<file path="src/rtl/mpc_pkg.sv">
package mpc_pkg;

    localparam int UADDR_W = 4;
    localparam int OPC_W   = 6;

    typedef logic [UADDR_W-1:0] uaddr_t;
    typedef logic [OPC_W-1:0]   opc_t;

    typedef enum logic [1:0] {
        ALU_ADD = 2'b00, ALU_SUB = 2'b01, ALU_FUNCT = 2'b10, ALU_OR = 2'b11
    } alu_op_e;

    typedef enum logic { SRCA_PC = 1'b0, SRCA_RS = 1'b1 } src_a_e;

    typedef enum logic [2:0] {
        SRCB_RT = 3'b000, SRCB_FOUR = 3'b001, SRCB_SEXT = 3'b010,
        SRCB_SEXT_SH2 = 3'b011, SRCB_ZEXT = 3'b100
    } src_b_e;

    typedef enum logic [1:0] { DST_NONE, DST_RD_ALU, DST_RT_ALU, DST_RT_MEM } dest_e;
    typedef enum logic [1:0] { MEM_NONE, MEM_RD_PC, MEM_RD_ALU, MEM_WR_ALU } mem_e;
    typedef enum logic [1:0] { PCW_NONE, PCW_ALU, PCW_COND } pcw_e;
    typedef enum logic [1:0] { SEQ_FETCH = 2'b00, SEQ_DISPATCH = 2'b01, SEQ_NEXT = 2'b11 } seq_e;

    typedef struct packed {
        alu_op_e alu;
        src_a_e  src1;
        src_b_e  src2;
        dest_e   dest;
        mem_e    mem;
        logic    ir_load;
        pcw_e    pcw;
        seq_e    seq;
    } uinstr_t;

    typedef struct packed {
        logic       op_a_sel;
        logic [2:0] op_b_sel;
        logic [1:0] alu_ctl;
        logic       rf_we;
        logic       rf_wdata_sel;
        logic       rf_waddr_sel;
        logic       mem_re;
        logic       mem_we;
        logic       mem_addr_sel;
        logic       ir_we;
        logic       pc_we;
        logic       pc_we_cond;
        logic       pc_src_sel;
    } ctrl_t;

    localparam uaddr_t UA_FETCH  = 4'd0;
    localparam uaddr_t UA_DECODE = 4'd1;
    localparam uaddr_t UA_LOAD   = 4'd2;
    localparam uaddr_t UA_STORE  = 4'd5;
    localparam uaddr_t UA_RTYPE  = 4'd7;
    localparam uaddr_t UA_ORI    = 4'd9;
    localparam uaddr_t UA_BRANCH = 4'd11;

    localparam opc_t OPC_RTYPE  = 6'd0;
    localparam opc_t OPC_BRANCH = 6'd4;
    localparam opc_t OPC_ORI    = 6'd13;
    localparam opc_t OPC_LOAD   = 6'd35;
    localparam opc_t OPC_STORE  = 6'd43;

    function automatic uinstr_t mk(alu_op_e a, src_a_e s1, src_b_e s2, dest_e d,
                                   mem_e m, logic ir, pcw_e p, seq_e s);
        uinstr_t u;
        u.alu = a; u.src1 = s1; u.src2 = s2; u.dest = d;
        u.mem = m; u.ir_load = ir; u.pcw = p; u.seq = s;
        return u;
    endfunction

endpackage

</file>
<file path="src/rtl/mpc_store.sv">
module mpc_store
    import mpc_pkg::*;
(
    input  uaddr_t  upc,
    output uinstr_t word
);
    always_comb begin
        unique case (upc)
            4'd0:    word = mk(ALU_ADD,   SRCA_PC, SRCB_FOUR,     DST_NONE,   MEM_RD_PC,  1'b1, PCW_ALU,  SEQ_NEXT);
            4'd1:    word = mk(ALU_ADD,   SRCA_PC, SRCB_SEXT_SH2, DST_NONE,   MEM_NONE,   1'b0, PCW_NONE, SEQ_DISPATCH);
            4'd2:    word = mk(ALU_ADD,   SRCA_RS, SRCB_SEXT,     DST_NONE,   MEM_NONE,   1'b0, PCW_NONE, SEQ_NEXT);
            4'd3:    word = mk(ALU_ADD,   SRCA_PC, SRCB_RT,       DST_NONE,   MEM_RD_ALU, 1'b0, PCW_NONE, SEQ_NEXT);
            4'd4:    word = mk(ALU_ADD,   SRCA_PC, SRCB_RT,       DST_RT_MEM, MEM_NONE,   1'b0, PCW_NONE, SEQ_FETCH);
            4'd5:    word = mk(ALU_ADD,   SRCA_RS, SRCB_SEXT,     DST_NONE,   MEM_NONE,   1'b0, PCW_NONE, SEQ_NEXT);
            4'd6:    word = mk(ALU_ADD,   SRCA_PC, SRCB_RT,       DST_NONE,   MEM_WR_ALU, 1'b0, PCW_NONE, SEQ_FETCH);
            4'd7:    word = mk(ALU_FUNCT, SRCA_RS, SRCB_RT,       DST_NONE,   MEM_NONE,   1'b0, PCW_NONE, SEQ_NEXT);
            4'd8:    word = mk(ALU_ADD,   SRCA_PC, SRCB_RT,       DST_RD_ALU, MEM_NONE,   1'b0, PCW_NONE, SEQ_FETCH);
            4'd9:    word = mk(ALU_OR,    SRCA_RS, SRCB_ZEXT,     DST_NONE,   MEM_NONE,   1'b0, PCW_NONE, SEQ_NEXT);
            4'd10:   word = mk(ALU_ADD,   SRCA_PC, SRCB_RT,       DST_RT_ALU, MEM_NONE,   1'b0, PCW_NONE, SEQ_FETCH);
            4'd11:   word = mk(ALU_SUB,   SRCA_RS, SRCB_RT,       DST_NONE,   MEM_NONE,   1'b0, PCW_COND, SEQ_FETCH);
            default: word = mk(ALU_ADD,   SRCA_PC, SRCB_RT,       DST_NONE,   MEM_NONE,   1'b0, PCW_NONE, SEQ_FETCH);
        endcase
    end
endmodule

</file>
<file path="src/rtl/mpc_dispatch.sv">
module mpc_dispatch
    import mpc_pkg::*;
(
    input  opc_t   opcode,
    output uaddr_t target,
    output logic   hit
);
    always_comb begin
        hit    = 1'b1;
        target = UA_FETCH;
        unique case (opcode)
            OPC_LOAD:   target = UA_LOAD;
            OPC_STORE:  target = UA_STORE;
            OPC_RTYPE:  target = UA_RTYPE;
            OPC_ORI:    target = UA_ORI;
            OPC_BRANCH: target = UA_BRANCH;
            default:    hit    = 1'b0;
        endcase
    end
endmodule

</file>
<file path="src/rtl/mpc_sequencer.sv">
module mpc_sequencer
    import mpc_pkg::*;
(
    input  logic   clk,
    input  logic   rst,
    input  seq_e   seq,
    input  uaddr_t disp_target,
    input  logic   disp_hit,
    output uaddr_t upc
);
    uaddr_t upc_nxt;

    always_comb begin
        unique case (seq)
            SEQ_NEXT:     upc_nxt = upc + uaddr_t'(1);
            SEQ_DISPATCH: upc_nxt = disp_hit ? disp_target : UA_FETCH;
            default:      upc_nxt = UA_FETCH;
        endcase
    end

    always_ff @(posedge clk) begin
        if (rst) upc <= UA_FETCH;
        else     upc <= upc_nxt;
    end

    assert_reset_fetch_R1: assert property (@(posedge clk) rst |=> upc == UA_FETCH);

    assert_seq_step_R4: assert property (@(posedge clk) disable iff (rst)
        (seq == SEQ_NEXT) |=> upc == $past(upc) + uaddr_t'(1));

    assert_illegal_to_fetch_R9: assert property (@(posedge clk) disable iff (rst)
        (seq == SEQ_DISPATCH && !disp_hit) |=> upc == UA_FETCH);
endmodule

</file>
<file path="src/rtl/mpc_decode.sv">
module mpc_decode
    import mpc_pkg::*;
(
    input  uinstr_t word,
    input  logic    zero,
    output ctrl_t   ctl,
    output logic    pc_en
);
    always_comb begin
        ctl.op_a_sel     = (word.src1 == SRCA_RS);
        ctl.op_b_sel     = word.src2;
        ctl.alu_ctl      = word.alu;
        ctl.rf_we        = (word.dest != DST_NONE);
        ctl.rf_wdata_sel = (word.dest == DST_RT_MEM);
        ctl.rf_waddr_sel = (word.dest == DST_RD_ALU);
        ctl.mem_re       = (word.mem == MEM_RD_PC) || (word.mem == MEM_RD_ALU);
        ctl.mem_we       = (word.mem == MEM_WR_ALU);
        ctl.mem_addr_sel = (word.mem == MEM_RD_ALU) || (word.mem == MEM_WR_ALU);
        ctl.ir_we        = word.ir_load;
        ctl.pc_we        = (word.pcw == PCW_ALU);
        ctl.pc_we_cond   = (word.pcw == PCW_COND);
        ctl.pc_src_sel   = (word.pcw == PCW_COND);
        pc_en            = ctl.pc_we | (ctl.pc_we_cond & zero);
    end

    always_comb begin
        assert_mem_excl_R5: assert ($onehot0({ctl.mem_re, ctl.mem_we}));
    end
endmodule

</file>
<file path="src/rtl/mpc_control_unit.sv">
module mpc_control_unit
    import mpc_pkg::*;
(
    input  logic       clk,
    input  logic       rst,
    input  logic [5:0] opcode,
    input  logic       zero,
    output logic       op_a_sel,
    output logic [2:0] op_b_sel,
    output logic [1:0] alu_ctl,
    output logic       rf_we,
    output logic       rf_wdata_sel,
    output logic       rf_waddr_sel,
    output logic       mem_re,
    output logic       mem_we,
    output logic       mem_addr_sel,
    output logic       ir_we,
    output logic       pc_we,
    output logic       pc_we_cond,
    output logic       pc_src_sel,
    output logic       pc_en,
    output logic       illegal_op
);
    uaddr_t  upc;
    uinstr_t word;
    uaddr_t  disp_target;
    logic    disp_hit;
    ctrl_t   ctl;

    mpc_store u_store (.upc(upc), .word(word));

    mpc_dispatch u_dispatch (.opcode(opcode), .target(disp_target), .hit(disp_hit));

    mpc_sequencer u_seq (
        .clk(clk), .rst(rst), .seq(word.seq),
        .disp_target(disp_target), .disp_hit(disp_hit), .upc(upc)
    );

    mpc_decode u_decode (.word(word), .zero(zero), .ctl(ctl), .pc_en(pc_en));

    assign op_a_sel     = ctl.op_a_sel;
    assign op_b_sel     = ctl.op_b_sel;
    assign alu_ctl      = ctl.alu_ctl;
    assign rf_we        = ctl.rf_we;
    assign rf_wdata_sel = ctl.rf_wdata_sel;
    assign rf_waddr_sel = ctl.rf_waddr_sel;
    assign mem_re       = ctl.mem_re;
    assign mem_we       = ctl.mem_we;
    assign mem_addr_sel = ctl.mem_addr_sel;
    assign ir_we        = ctl.ir_we;
    assign pc_we        = ctl.pc_we;
    assign pc_we_cond   = ctl.pc_we_cond;
    assign pc_src_sel   = ctl.pc_src_sel;
    assign illegal_op   = (word.seq == SEQ_DISPATCH) && !disp_hit;

    assert_pc_en_source_R8: assert property (@(posedge clk) disable iff (rst)
        pc_en |-> (pc_we || (pc_we_cond && zero)));

    assert_zero_alone_R8: assert property (@(posedge clk) disable iff (rst)
        (!pc_we && !pc_we_cond) |-> !pc_en);

    assert_ir_load_pc_read_R2: assert property (@(posedge clk) disable iff (rst)
        ir_we |-> (mem_re && !mem_addr_sel));

    assert_illegal_only_dispatch_R10: assert property (@(posedge clk) disable iff (rst)
        illegal_op |-> (word.seq == SEQ_DISPATCH));
endmodule

</file>
<file path="config.mk">
export PLATFORM = sky130hd
export DESIGN_NAME = mpc_control_unit
export DESIGN_NICKNAME = d
export VERILOG_FILES = /design/src/rtl/mpc_pkg.sv /design/src/rtl/mpc_store.sv /design/src/rtl/mpc_dispatch.sv /design/src/rtl/mpc_sequencer.sv /design/src/rtl/mpc_decode.sv /design/src/rtl/mpc_control_unit.sv
export SDC_FILE = /design/constraint.sdc
export NUM_CORES = 1
export LEC_CHECK = 0
export BUFFER_PORTS_ARGS = -buffer_cell sky130_fd_sc_hd__buf_2
export CAP_MARGIN = 10
export CORE_AREA = 3 3 47 49
export DETAILED_ROUTE_END_ITERATION = 7
export DIE_AREA = 0 0 50 52
export GPL_TIMING_DRIVEN = 0
export HOLD_SLACK_MARGIN = 0.06
export PLACE_DENSITY_LB_ADDON = 0.25
export SETUP_SLACK_MARGIN = 0.2
export SKIP_LAST_GASP = 1
export SYNTH_ARGS = -nofsm -noshare
export SYNTH_HDL_FRONTEND = slang
export SYNTH_HIERARCHICAL = 1
export SYNTH_SLANG_ARGS = --single-unit
</file>
<file path="constraint.sdc">
create_clock -name clk -period 2.65 [get_ports clk]
set_clock_uncertainty 0.1 [all_clocks]
set_input_delay 0.53 -clock clk [delete_from_list [all_inputs] [get_ports clk]]
set_output_delay 0.53 -clock clk [all_outputs]
set_load 0.01 [all_outputs]
</file>
==> flow_summary_export.csv <==
group,metric,value,unit
power,cellLeakagePower,0.479,nW
sta,drv_slew,0,
floorplan,die_area,2600,sq um
final_layout,largest_reg_flops,4,
clock_tree,cts_tree,"done",
drt,dr.first_iter.drc_count,1,
floorplan,die_y,52,um
logic_synthesis,synthCells,90,
grt,grt_pass1_vias,582,
floorplan,die_w,50,um
floorplan,core_area,1900,sq um
clock_tree,root_buffer,"clkbuf_4",
final_layout,nFillCells,197,
final_layout,reg_top3,"u_seq/upc: 4 flops",
logic_synthesis,yosys_register_bits,4,
grt,grt_pass1_wl,2.12,mm
final_layout,n_antenna_cell,0,
floorplan,boundaryPins,27,
clock_tree,cts_setup_buffers,0,
logic_synthesis,synth_top_area_frac,0.139,
logic_synthesis,avgSynthCellArea,8.02,sq um
worst_hold_path,hold_class,"reg -> reg",
placed_design,gp_congestion,0.775,
sta,tightest_slew,239,ps
logic_synthesis,synth_nets,107,
setup_path,crit_type,"in -> out",
logic_synthesis,synth_edf_count,0,
clock_tree,clock_path_buffers,2,
setup_path,cp_max_fo,5,
power,powerDensity,899,nW/um^2
setup_path,cpMostUsedCell,"buf_2",
logic_synthesis,synth.area.top_cells,"ha_1 (14%), dfxtp_1 (11%), buf_4 (10%)",
logic_synthesis,synth_common_cells,"buf_4 (10), ha_1 (8), and2_1 (6), nor2_1 (6), a21oi_1 (5)",
clock_tree,clk_pin_slew,30,ps
sta,fmax,0.419,GHz
grt,overflow,0,
setup_path,setup.worst_path.end_class,"primary output",
setup_path,crit_buf_inv,2,
final_layout,final_core_util,0.501,
sta,max_slew_margin,0.840,
setup_path,crit_chain,"buf_2 > or3_1 > or2_4 > a31oi_2 > nor3b_2 > buf_2",
clock_tree,htreeDepth,1,
sta,layout_min_cycle_time,2390,ps
sta,hold_viol_final,0,
run_status,status,"complete, no violations",
drt,firstDrtPassIters,3,
final_layout,nets,138,
final_layout,layoutNonFillerInstCount,146,
setup_path,worstPathArrival,1760,ps
drt,wl_met3,81,um
grt,grt_max_degree,11,
logic_synthesis,async_flop_share,0,
sta,setup_tns,0,ps
placed_design,port_buffers,26,
final_layout,drive_above_1_share,0.471,
grt,antenna_found_initial,0,
clock_tree,numCtsBuffers,3,
drt,drt-met1-wl,588,um
logic_synthesis,syn_area,722,sq um
job,max_cap_viol_count,0,
power,peakVddDrop,0.488,mV
final_layout,multi_input_area,579,sq um
drt,route.detailed.drc,0,
setup_path,critPathSlowestCell,"or3_1",
clock_tree,cts.sinks,4,
logic_synthesis,yosys_warnings,6,
final_layout,synthToLayoutAreaGrowth,31.9,%
logic_synthesis,synth-seq-area-share,0.111,
sta,rsz0062_at_grt,"no",
sta,setup_viol,0,
placed_design,place_hpwl,1.09,mm
setup_path,path_delay_family,"simple AND/OR/NAND/NOR gates",
setup_path,cp.required,2020,ps
final_layout,final_area,952,sq um
clock_tree,holdBufCountCts,0,
floorplan,initial_utilization,0.380,
placed_design,place_area,886,sq um
drt,drt-total-wl,1.32,mm
drt,top_layer,"met3",
logic_synthesis,synth_top_cell_by_area,"ha_1",
drt,final_antenna_net_count,0,
grt,grt_usage,0.101,
setup_path,start_kind,"primary input",
drt,viasPerCell,4.66,
sta,final.period_utilization,0.900,
final_layout,largest_register,"u_seq/upc",
setup_path,slowest_delay,380,ps
logic_synthesis,synth_cell_types,37,
floorplan,row_count,16,
final_layout,regArea,85.1,sq um
clock_tree,clk_latency,230,ps
logic_synthesis,synth_most_common_cell,"buf_4",
drt,routedWlPerCell,9.03,um
placed_design,dpl.cell_count,143,
drt,dr_total_vias,680,
drt,wl_met2,649,um
logic_synthesis,ys.flop_type,"dfxtp_1",
[timing repair]
| item | CTS | global route |
|---|---|---|
| gates resized for setup | 2 | 8 |
| endpoints found under the setup margin | 2 | 3 |
| hold endpoints to repair | 0 | 0 |
[cells in the final DEF, fill, tap and decap left out, types with 2 or more instances in the layout]
cell	instances
nand4_1	2
a21oi_1	4
buf_4	10
nand2_1	3
nor2b_1	3
and2b_1	2
ha_1	7
a22oi_1	2
dfxtp_1	2
nand2b_1	4
a22o_1	3
clkbuf_4	3
xor2_1	2
and2b_4	2
a211oi_2	2
or2_1	2
nor2_1	6
inv_1	3
and2_1	6
buf_2	26
[worst paths after layout]
| kind | slack, ps | to | start | depth (start not counted) |
|---|---|---|---|---|
| worst min-delay path | 410 | u_seq/upc[3] | u_seq/upc[3] | 2 |
| worst max register to register | 880 | u_seq/upc[0] | u_seq/upc[1] | 6 |
| worst max-delay path | 260 | illegal_op | opcode[5] | 6 |
| worst min register to register | 410 | u_seq/upc[3] | u_seq/upc[3] | 2 |
[per-layer routing]
metal / track usage / vias to the layer above
li1: - / 367
met1: 0.110 / 295
met2: 0.191 / 18
met3: 0.0143 / 0
met4: 0.0415 / 0
met5: 0 / -
[power breakdown]
| group | internal (mW) | switching, mW | leakage, nW |
|---|---|---|---|
| combinational | 0.350 | 0.311 | 0.432 |
| sequential | 0.0855 | 0.0392 | 0.0338 |
| clock | 0.0504 | 0.0209 | 0.0138 |
[metrics by stage]
step | hold WS (ps) | setup slack [ps] | power, mW
final | 409 | 265 | 0.856
after global routing | 434 | 213 | 0.957
after CTS | 409 | 174 | 0.833
after detailed placement | 404 | 168 | 0.748
after global placement | 409 | 167 | 0.739
after floorplan | 387 | 479 | 0.575
[cell families after synthesis]
family,share of synthesized area
AOI/OAI and AO/OA,0.187
xor gates and xnor gates,0.0485
adders and majority gates,0.139
buffers and inverters,0.140
DFF,0.111
muxes,0.0295
and+or+nand+nor,0.345
[tightest hold or removal path: stages (launching register included)]
cell	delay (ps)
dfxtp_1	320
nand2_1	80
a211oi_2	50
[area by class of cell]
type,count,share of cell area
Tap cell,27,0.0355
Timing Repair Buffer,26,0.137
Clock buffer,3,0.0237
Buffer,11,0.0907
Multi-Input combinational cell,71,0.608
Inverter,4,0.0158
Sequential cell,4,0.0894
(Power assumes the default switching activity.)
